File: config.mk
export PLATFORM = sky130hd
export DESIGN_NAME = hsk_watch
export DESIGN_NICKNAME = d
export VERILOG_FILES = /design/src/rtl/hsk_watch_pkg.sv /design/src/rtl/hsk_lat_ctr.sv /design/src/rtl/hsk_err_flags.sv /design/src/rtl/hsk_watch.sv
export SDC_FILE = /design/constraint.sdc
export NUM_CORES = 1
export LEC_CHECK = 0
export ABC_AREA = 1
export BUFFER_PORTS_ARGS = -buffer_cell sky130_fd_sc_hd__buf_2
export CAP_MARGIN = 20
export CORE_UTILIZATION = 41
export CTS_CLUSTER_SIZE = 24
export DETAILED_ROUTE_END_ITERATION = 10
export PLACE_DENSITY_LB_ADDON = 0.15
export RECOVER_POWER = 100
export SLEW_MARGIN = 0
export SYNTH_ARGS = -nofsm -noshare
export SYNTH_HDL_FRONTEND = slang
export SYNTH_HIERARCHICAL = 1
export SYNTH_SLANG_ARGS = --single-unit
File: constraint.sdc
create_clock -name clk -period 4.1 [get_ports clk]
set_input_delay 0.41 -clock clk [delete_from_list [all_inputs] [get_ports clk]]
set_output_delay 0.41 -clock clk [all_outputs]
set_load 0.005 [all_outputs]
File: src/rtl/hsk_watch_pkg.sv
package hsk_watch_pkg;
  typedef enum logic {
    ST_IDLE = 1'b0,
    ST_PEND = 1'b1
  } hsk_state_e;

  localparam int ERR_N       = 4;
  localparam int ERR_RESTART = 0;
  localparam int ERR_TIMEOUT = 1;
  localparam int ERR_OVERLAP = 2;
  localparam int ERR_UNSOL   = 3;
endpackage

File: src/rtl/hsk_lat_ctr.sv
module hsk_lat_ctr #(
  parameter int CNT_W = 10
) (
  input  logic             clk,
  input  logic             rst_n,
  input  logic             load,
  input  logic             run,
  output logic [CNT_W-1:0] cnt
);
  localparam logic [CNT_W-1:0] CNT_MAX = {CNT_W{1'b1}};

  logic [CNT_W-1:0] cnt_q, cnt_d;
  logic             cnt_en;

  always_comb begin
    cnt_en = load || (run && (cnt_q != CNT_MAX));
    cnt_d  = load ? CNT_W'(1) : cnt_q + CNT_W'(1);
  end

  always_ff @(posedge clk or negedge rst_n) begin
    if (!rst_n)      cnt_q <= '0;
    else if (cnt_en) cnt_q <= cnt_d;
  end

  assign cnt = cnt_q;
endmodule

File: src/rtl/hsk_err_flags.sv
module hsk_err_flags #(
  parameter int N = 4
) (
  input  logic         clk,
  input  logic         rst_n,
  input  logic         clr,
  input  logic [N-1:0] set,
  output logic [N-1:0] flags
);
  for (genvar i = 0; i < N; i++) begin : g_flag
    logic f_q, f_d, f_en;
    always_comb begin
      f_en = set[i] || clr;
      f_d  = set[i];
    end
    always_ff @(posedge clk or negedge rst_n) begin
      if (!rst_n)    f_q <= 1'b0;
      else if (f_en) f_q <= f_d;
    end
    assign flags[i] = f_q;
  end
endmodule

File: src/rtl/hsk_watch.sv
module hsk_watch
  import hsk_watch_pkg::*;
#(
  parameter int LIMIT = 1000,
  parameter int CNT_W = (LIMIT == 0) ? 32 : $clog2(LIMIT + 1)
) (
  input  logic             clk,
  input  logic             rst_n,
  input  logic             start,
  input  logic             ready,
  input  logic             clr,
  output logic             busy,
  output logic             done,
  output logic [CNT_W-1:0] lat,
  output logic             err_restart,
  output logic             err_timeout,
  output logic             err_overlap,
  output logic             err_unsol
);
  localparam bit               BOUNDED = (LIMIT != 0);
  localparam logic [CNT_W-1:0] LIM_C   = CNT_W'(LIMIT);

  hsk_state_e       st_q, st_d;
  logic             taint_q, taint_d;
  logic             done_q, done_d;
  logic [CNT_W-1:0] lat_q;
  logic             lat_en;
  logic [CNT_W-1:0] cnt;
  logic             idle, pend, launch, tmo;
  logic [ERR_N-1:0] err_set, err_flags;

  hsk_lat_ctr #(.CNT_W(CNT_W)) u_ctr (
    .clk   (clk),
    .rst_n (rst_n),
    .load  (launch),
    .run   (pend),
    .cnt   (cnt)
  );

  always_comb begin
    idle   = (st_q == ST_IDLE);
    pend   = (st_q == ST_PEND);
    launch = idle && start;
    tmo    = BOUNDED && pend && !ready && (cnt == LIM_C);

    err_set              = '0;
    err_set[ERR_RESTART] = pend && start;
    err_set[ERR_TIMEOUT] = tmo;
    err_set[ERR_OVERLAP] = start && ready;
    err_set[ERR_UNSOL]   = idle && ready && !start;

    st_d = st_q;
    unique case (st_q)
      ST_IDLE: if (start) st_d = ST_PEND;
      ST_PEND: if (ready || tmo) st_d = ST_IDLE;
      default: st_d = ST_IDLE;
    endcase

    taint_d = taint_q;
    if (launch)              taint_d = 1'b0;
    else if (pend && start)  taint_d = 1'b1;

    done_d = pend && ready && !start && !taint_q;
    lat_en = done_d;
  end

  always_ff @(posedge clk or negedge rst_n) begin
    if (!rst_n) begin
      st_q    <= ST_IDLE;
      taint_q <= 1'b0;
      done_q  <= 1'b0;
    end else begin
      st_q    <= st_d;
      taint_q <= taint_d;
      done_q  <= done_d;
    end
  end

  always_ff @(posedge clk or negedge rst_n) begin
    if (!rst_n)      lat_q <= '0;
    else if (lat_en) lat_q <= cnt;
  end

  hsk_err_flags #(.N(ERR_N)) u_flags (
    .clk   (clk),
    .rst_n (rst_n),
    .clr   (clr),
    .set   (err_set),
    .flags (err_flags)
  );

  assign busy        = pend;
  assign done        = done_q;
  assign lat         = lat_q;
  assign err_restart = err_flags[ERR_RESTART];
  assign err_timeout = err_flags[ERR_TIMEOUT];
  assign err_overlap = err_flags[ERR_OVERLAP];
  assign err_unsol   = err_flags[ERR_UNSOL];
endmodule

==> results.md, run 1 <==
| Item | This run | Unit |
|:---|:---|:---|
| Number of primary I/O pins | 21 | - |
| Total routed wirelength | 2730 | um |
| Number of setup violations in the final report | 0 | - |
| CTS tree | yes | - |
| Post-CTS setup buffer count | 0 | - |
| Clock latency on the worst-skew pair | 0.31 | ns |
| Antenna-violating nets left | 0 | - |
| Number of buffers added on ports | 20 | - |
| Number of standard cells in the layout, taps in and fillers out | 254 | - |
| HPWL Detailed | 2020 | um |
| Period utilization | 0.436 | - |
| CTS Buf Count | 3 | - |
| Finished layout cell area | 0.00154 | mm2 |
| Area enclosed by the die boundary | 0.00375 | mm2 |
| Required arrival time at the worst endpoint | 4.32 | ns |
| Util after Layout | 0.462 | - |
| Worst min path class | in -> reg | - |
| Total number of H-tree levels | 1 | - |
| Worst Path Max Fanout | 16 | - |
| Starting density of the core | 0.431 | - |
| Setup_tns | 0 | ns |
| Cts hold-fix bufs | 0 | - |
| Number of antenna violations at the first check in global routing | 0 | - |
| Maximum clock path buffer count | 2 | - |
| Total via count after detailed routing | 1180 | - |
| Proportion of synthesized chip area in sequential cells | 0.470 | - |
| Critical path start-end classification | reg -> reg | - |
| Leak | 0.822 | nW |
| IR drop worst, VDD | 0.173 | mV |
| Maximum clock skew at final layout | 0.000960 | ns |
| Count of final hold-check violations | 0 | - |
| Worst reg2reg startpoint | busy | - |
| Post-synthesis to final-layout area growth | 7.22 | % |
| Max Cap Viol | 0 | - |
| Status | finished, final reports clean | - |
| Clock-pin slew reported for the worst setup and hold paths after clock tree synthesis | 0.13 | ns |
| Placer Congestion | 0.835 | - |
| Total DRC errors in the routed layout | 0 | - |
| Beginning of the worst hold path | clr | - |
| Clock sinks | 27 | - |
| Synthesized cell area | 0.00144 | mm2 |
| Pin count of the biggest net entering global routing | 28 | - |
| Crit start category | register | - |
| Hold Path Cell Cnt | 4 | - |
| Power after layout | 626 | uW |
| Placed instance count | 250 | - |
| Number of vias per cell | 4.65 | - |
| Share of synthesized cell area in full adder, half adder and majority cells | 0.00870 | - |
| Register-to-Register Path Depth | 7 | - |
| Time the final worst path needs with I/O delays and setup | 1.79 | ns |
| Worst-case headroom to the max-slew limit | 0.0754 | - |
| Critical path origin | busy | - |
| Drt first-iter violations | 45 | - |
| Yosys Warn Count | 6 | - |
| Number of nets in the layout | 215 | - |
| Number of core rows | 21 | - |
| Height of the die | 61.2 | um |
| Max Clk Rate | 560 | MHz |
| Data arrival, critical path | 2.01 | ns |
| Total global-route track usage | 0.168 | - |
| Setup repair after global routing missed its margin | false | - |
| Total congestion overflow after global routing | 0 | - |
| Mapped Cells | 190 | - |
| Synthesized area per cell | 7.57 | um2 |
| Flip-flop and latch count after synthesis | 27 | - |
| Synth Net Count | 196 | - |
| Fraction of layout cells with a size suffix above 1 | 0.106 | - |
| Share of the synthesized area in compound gates (AO/OA/AOI/OAI) | 0.0366 | - |
| Worst-margin pin slew | 1.39 | ns |
| DRT Pass-1 Iters | 4 | - |
| First-pass GRT wire length | 4610 | um |
| Clock Tree Root | sky130_fd_sc_hd__clkbuf_4 | - |
| Largest family of logic cells by synthesized area | simple AND/OR/NAND/NOR gates | - |
| Instance area after placement | 0.00155 | mm2 |
| Overall die width | 61.2 | um |
| Netlist cell types | 25 | - |
| Area fraction in and, or, nand and nor cells after synthesis | 0.395 | - |
| Xor/xnor cell area share of the yosys netlist | 0 | - |
| Pwr Density | 406 | mW/mm2 |
| Portion of netlist area occupied by mux cells | 0 | - |
| Number of global-route vias before repair | 1050 | - |
| Resize count post-CTS | 0 | - |
| Max Transition Viols Final | 0 | - |
| Ant diodes | 0 | - |
| Core ar. | 0.00334 | mm2 |
| WL per Instance | 10.7 | um |
| Type of destination of the critical path | register | - |
## cell type report
type	count	area (um2)
fillers	376	1800
clock buffers	4	26.3
multi-input cells	135	613
flip-flops and latches	27	676
repair buffers	20	85.1
inverters	22	83.8
well taps	46	57.6
## layer usage
layer  wire, um  up-vias  global-route usage
met1       1380      534               0.225
met5          0        -                   0
met2       1220       22               0.269
li1           -      620                   -
met3         87        4              0.0252
met4         42        0              0.0779
## where the power goes
part / internal, mW / leakage, nW / switching, mW
sequential: 0.312 / 0.359 / 0.0516
clock: 0.0381 / 0.0150 / 0.0703
combinational: 0.0597 / 0.447 / 0.0949
## cells by family (layout without fill, tap and decap cells)
kind of cell / count (synthesis) / count (layout)
AND/OR/NAND/NOR: 126 / 126
AO/OA/AOI/OAI: 8 / 8
adder cells (fa/ha/maj): 1 / 1
buffers and inverters: 28 / 46
flip-flops: 27 / 27
## sequential cells by signal, summed over array words and instances (netlist names)
signal / count
done: 1
taint_q: 1
u_flags/g_flag.f_q: 4
lat: 10
busy: 1
u_ctr/cnt: 10
## worst paths after layout
kind / slack (ns) / end
worst min register to register: 0.48 / u_flags/g_flag[1].f_q
worst max-delay path: 2.31 / u_ctr/cnt[4]
min in group asynchronous: 0.38 / lat[8]
worst min-delay path: 0.33 / u_flags/g_flag[1].f_q
max in group asynchronous: 2.91 / busy
worst max register to register: 2.31 / u_ctr/cnt[4]
## Yosys cell counts
cell type	instances	share of area
sky130_fd_sc_hd__buf_4	4	0.021
sky130_fd_sc_hd__nand3_1	18	0.063
sky130_fd_sc_hd__inv_2	3	0.0078
sky130_fd_sc_hd__nand3_2	1	0.0070
sky130_fd_sc_hd__o21ai_2	2	0.012
sky130_fd_sc_hd__o21ai_1	1	0.0035
sky130_fd_sc_hd__ha_1	1	0.0087
sky130_fd_sc_hd__o21ai_0	1	0.0035
sky130_fd_sc_hd__nand2_2	3	0.013
sky130_fd_sc_hd__nand3_4	1	0.012
sky130_fd_sc_hd__nor2_1	21	0.055
sky130_fd_sc_hd__nor3_1	1	0.0035
sky130_fd_sc_hd__nand2_4	1	0.0078
sky130_fd_sc_hd__a21oi_1	2	0.0070
sky130_fd_sc_hd__nand2_8	1	0.014
sky130_fd_sc_hd__o21bai_1	2	0.010
sky130_fd_sc_hd__nor2_4	2	0.016
sky130_fd_sc_hd__nand2_1	75	0.20
sky130_fd_sc_hd__inv_1	18	0.047
sky130_fd_sc_hd__clkinv_2	1	0.0035
sky130_fd_sc_hd__nand4_1	1	0.0044
sky130_fd_sc_hd__clkbuf_1	1	0.0026
sky130_fd_sc_hd__buf_6	1	0.0078
sky130_fd_sc_hd__nor2_2	1	0.0044
sky130_fd_sc_hd__dfrtp_1	27	0.47
## layout by cell type (no fill, tap or decap)
master | synthesis | routed
sky130_fd_sc_hd__nand3_1 | 18 | 19
sky130_fd_sc_hd__nand2_2 | 3 | 3
sky130_fd_sc_hd__o21bai_1 | 2 | 2
sky130_fd_sc_hd__clkbuf_1 | 1 | 13
sky130_fd_sc_hd__nor2_2 | 1 | 1
sky130_fd_sc_hd__o21ai_0 | 1 | 3
sky130_fd_sc_hd__ha_1 | 1 | 1
sky130_fd_sc_hd__inv_2 | 3 | 2
sky130_fd_sc_hd__nand3_4 | 1 | 1
sky130_fd_sc_hd__dfrtp_1 | 27 | 27
sky130_fd_sc_hd__nand2_8 | 1 | 1
sky130_fd_sc_hd__nand2_1 | 75 | 76
sky130_fd_sc_hd__inv_1 | 18 | 19
sky130_fd_sc_hd__clkbuf_4 | 0 | 3
sky130_fd_sc_hd__o21ai_1 | 1 | 1
sky130_fd_sc_hd__buf_2 | 0 | 8
sky130_fd_sc_hd__nand4_1 | 1 | 1
sky130_fd_sc_hd__nor3_1 | 1 | 1
sky130_fd_sc_hd__nor2_4 | 2 | 2
sky130_fd_sc_hd__clkinvlp_2 | 0 | 1
sky130_fd_sc_hd__nor2_1 | 21 | 21
sky130_fd_sc_hd__a21oi_1 | 2 | 2
## worst max-delay path: stages (launching register included)
cell	delay, ns
sky130_fd_sc_hd__dfrtp_1	0.63
sky130_fd_sc_hd__inv_1	0.10
sky130_fd_sc_hd__nand2_1	0.09
sky130_fd_sc_hd__inv_1	0.08
sky130_fd_sc_hd__inv_1	0.35
sky130_fd_sc_hd__nand2_1	0.25
sky130_fd_sc_hd__nand2_1	0.13
sky130_fd_sc_hd__nand2_1	0.05
## stage by stage
stage / hold WS (ns) / setup WS, ns
floorplan: 0.114 / 2.68
global placement: 0.442 / 2.59
detailed placement: 0.444 / 2.62
CTS: 0.0800 / 2.53
global route: 0.334 / 2.10
finish: 0.334 / 2.31
(Power assumes the default switching activity.)
==> run 2, diff against run 1 <==
--- a/config.mk
+++ b/config.mk
@@ -5,7 +5,7 @@
 export SDC_FILE = /design/constraint.sdc
 export NUM_CORES = 1
 export LEC_CHECK = 0
-export ABC_AREA = 1
+export ABC_AREA = 0
 export BUFFER_PORTS_ARGS = -buffer_cell sky130_fd_sc_hd__buf_2
 export CAP_MARGIN = 20
 export CORE_UTILIZATION = 41
==> constraint.sdc (replaced) <==
create_clock -name clk -period 1.6 [get_ports clk]
set_input_delay 0.16 -clock clk [delete_from_list [all_inputs] [get_ports clk]]
set_output_delay 0.16 -clock clk [all_outputs]
set_load 0.005 [all_outputs]
==> run 2 against run 1 <==
Net effect:
- register-to-register slack lost 2.3 ns
- via count is 25% lower
- clock power grew to 2.8 times the previous value
- total power grew to 2.6 times the previous value
- sequential power up 140%
- largest power group unchanged
- highest routed layer unchanged
==> results.md, run 2 <==
| Item | This run | Unit |
|:---|:---|:---|
| Status | finished, final reports clean | - |
| Synthesized cell area | 0.00133 | mm2 |
| Drt first-iter violations | 21 | - |
| Fraction of layout cells with a size suffix above 1 | 0.385 | - |
| Clock Tree Root | sky130_fd_sc_hd__clkbuf_4 | - |
| Sequential cell area in the final layout | 676 | um2 |
| Synth Net Count | 111 | - |
| Maximum clock skew at final layout | 0.00657 | ns |
| Max Cap Viol | 0 | - |
| Ant diodes | 0 | - |
| Total number of H-tree levels | 1 | - |
| FILL cells | 303 | - |
| Clock sinks | 27 | - |
| Number of global-route vias before repair | 863 | - |
| Time the final worst path needs with I/O delays and setup | 1.58 | ns |
| Predominant post-synthesis flop cell | sky130_fd_sc_hd__dfrtp_1 | - |
| IR drop worst, VDD | 0.390 | mV |
| Number of vias per cell | 4.95 | - |
| Util after Layout | 0.514 | - |
| CTS Buf Count | 3 | - |
| Proportion of synthesized chip area in sequential cells | 0.509 | - |
| Clock latency on the worst-skew pair | 0.32 | ns |
| Starting density of the core | 0.435 | - |
| Max Transition Viols Final | 0 | - |
| Register-to-Register Path Depth | 5 | - |
| Number of standard cells in the layout, taps in and fillers out | 179 | - |
| Height of the die | 58.9 | um |
| Period utilization | 0.987 | - |
| Pin count of the biggest net entering global routing | 28 | - |
| Post-CTS setup buffer count | 0 | - |
| Most frequent cell after synthesis | sky130_fd_sc_hd__dfrtp_1 | - |
| HPWL Detailed | 1700 | um |
| Antenna-violating nets left | 0 | - |
| Number of core rows | 20 | - |
| R2r setup slk | 0.02 | ns |
| Maximum clock path buffer count | 2 | - |
| Placed instance count | 173 | - |
| WL per Instance | 13.4 | um |
| Area used by multi-input combinational logic | 617 | um2 |
| Max Clk Rate | 633 | MHz |
| Placer Congestion | 0.821 | - |
| Worst Path Max Fanout | 5 | - |
| Async S/R FF share, synth | 1.00 | - |
| Leak | 0.759 | nW |
| Netlist cell types | 40 | - |
| Share of Yosys cell area claimed by the top area cell type | 0.509 | - |
| Worst Hold Endpoint | u_flags/g_flag[2].f_q | - |
| Total global-route track usage | 0.154 | - |
| Critical path origin | u_ctr/cnt[0] | - |
| Number of antenna violations at the first check in global routing | 0 | - |
| Synthesized area per cell | 12.6 | um2 |
| Mapped Cells | 105 | - |
| Number of primary I/O pins | 21 | - |
| Critical path start-end classification | reg -> reg | - |
| Worst-case headroom to the max-slew limit | 0.554 | - |
| Worst reg2reg startpoint | u_ctr/cnt[0] | - |
| Most frequent standard cell in the layout excluding fill and tap cells | sky130_fd_sc_hd__dfrtp_1 | - |
| Worst-margin pin slew | 0.670 | ns |
| Data arrival, critical path | 1.83 | ns |
| Clock-pin slew reported for the worst setup and hold paths after clock tree synthesis | 0.14 | ns |
| Leading post-synthesis cells by instance count | sky130_fd_sc_hd__dfrtp_1, sky130_fd_sc_hd__mux2_4, sky130_fd_sc_hd__nor2_1, sky130_fd_sc_hd__a21o_1 | - |
| Total via count after detailed routing | 886 | - |
| Worst min path class | in -> reg | - |
| Yosys Warn Count | 6 | - |
| Crit start category | register | - |
| CTS tree | yes | - |
| Hold Path Cell Cnt | 3 | - |
| Beginning of the worst hold path | clr | - |
| Pwr Density | 1030 | mW/mm2 |
| Area enclosed by the die boundary | 0.00347 | mm2 |
| Number of setup violations in the final report | 0 | - |
| Number of nets in the layout | 142 | - |
| Type of destination of the critical path | register | - |
| Total routed wirelength | 2390 | um |
| Core ar. | 0.00305 | mm2 |
| Count of final hold-check violations | 0 | - |
| Total DRC errors in the routed layout | 0 | - |
| Required arrival time at the worst endpoint | 1.86 | ns |
| First-pass GRT wire length | 4010 | um |
| Overall die width | 58.9 | um |
| Number of enable-type register cells in the synthesized netlist | 0 | - |
| Most frequent cells in the layout | sky130_fd_sc_hd__dfrtp_1, sky130_fd_sc_hd__buf_2, sky130_fd_sc_hd__buf_4, sky130_fd_sc_hd__mux2_4, sky130_fd_sc_hd__nor2_1 | - |
| DRT Pass-1 Iters | 4 | - |
| Total congestion overflow after global routing | 0 | - |
| Leading post-synthesis cells by cell area | sky130_fd_sc_hd__dfrtp_1, sky130_fd_sc_hd__mux2_4, sky130_fd_sc_hd__a21o_1 | - |
| Number of buffers added on ports | 20 | - |
| Post-synthesis to final-layout area growth | 18.1 | % |
| Setup repair after global routing missed its margin | true | - |
| Flip-flop and latch count after synthesis | 27 | - |
| Worst reg2reg endpoint | u_ctr/cnt[7] | - |
| Post-synth top area cell | sky130_fd_sc_hd__dfrtp_1 | - |
run 2: worst max-delay path by stage:
stage | depth (start not counted) | end | slack, ns
global placement | 5 | u_ctr/cnt[8] | 0.05
global route | 5 | u_ctr/cnt[7] | -0.01
finish | 5 | u_ctr/cnt[7] | 0.02
CTS | 5 | u_ctr/cnt[7] | 0.01
detailed placement | 5 | u_ctr/cnt[8] | 0.01
floorplan | 5 | u_ctr/cnt[8] | 0.01
run 2: layer usage:
layer | up-vias | routed length, um | track usage
met5 | - | 0 | 0
li1 | 442 | - | -
met2 | 18 | 1140 | 0.242
met1 | 422 | 1140 | 0.213
met4 | 0 | 29 | 0.0612
met3 | 4 | 77 | 0.0264
run 2: through the flow:
stage	total power [mW]	setup TNS (ns)	hold slack [ns]	worst slack, ns	cell area [um2]
2_1_floorplan	1.16	0	-0.136	0.0132	1350
3_3_place_gp	1.31	0	0.200	0.0473	1530
3_5_place_dp	1.33	0	0.205	0.0143	1530
4_1_cts	1.63	0	0.121	0.0106	1560
5_1_grt	1.72	-0.0415	0.114	-0.0146	1570
6_report	1.61	0	0.128	0.0208	1570
run 2: where the power goes:
group	total (mW)	internal, mW	switching [mW]
logic	0.434	0.245	0.189
clock network	0.297	0.0977	0.199
registers	0.883	0.785	0.0980
run 2: repair_timing:
action | CTS | global route
hold buffers | 1 | 0
setup endpoints to repair | 1 | 3
resized for setup | 0 | 0
hold endpoints to repair | 27 | 0
pin swaps | 1 | 5
cloned | 0 | 1
run 2: logic make-up (layout without fill, tap and decap cells):
kind of cell,Yosys count,in the layout,share of synthesized area
AND/OR/NAND/NOR,36,36,0.194
flip-flops,27,27,0.509
AO/OA/AOI/OAI,17,18,0.0961
multiplexers,13,13,0.133
buffers and inverters,10,39,0.0518
adder cells (fa/ha/maj),1,1,0.00942
XOR/XNOR,1,1,0.00660
run 2: area by class of cell:
class,instances,share of cell area
Timing Repair Buffer,31,0.114
Sequential cell,27,0.431
Clock buffer,4,0.0168
Tap cell,44,0.0351
Inverter,4,0.00958
Multi-Input combinational cell,69,0.393
run 2: worst max-delay path, cell delays in order (launching register included):
cell and delay (ns):
sky130_fd_sc_hd__dfrtp_1 0.44, sky130_fd_sc_hd__ha_4 0.19, sky130_fd_sc_hd__nand4_4 0.10, sky130_fd_sc_hd__o31ai_4 0.09, sky130_fd_sc_hd__or4_1 0.55, sky130_fd_sc_hd__a21oi_1 0.14
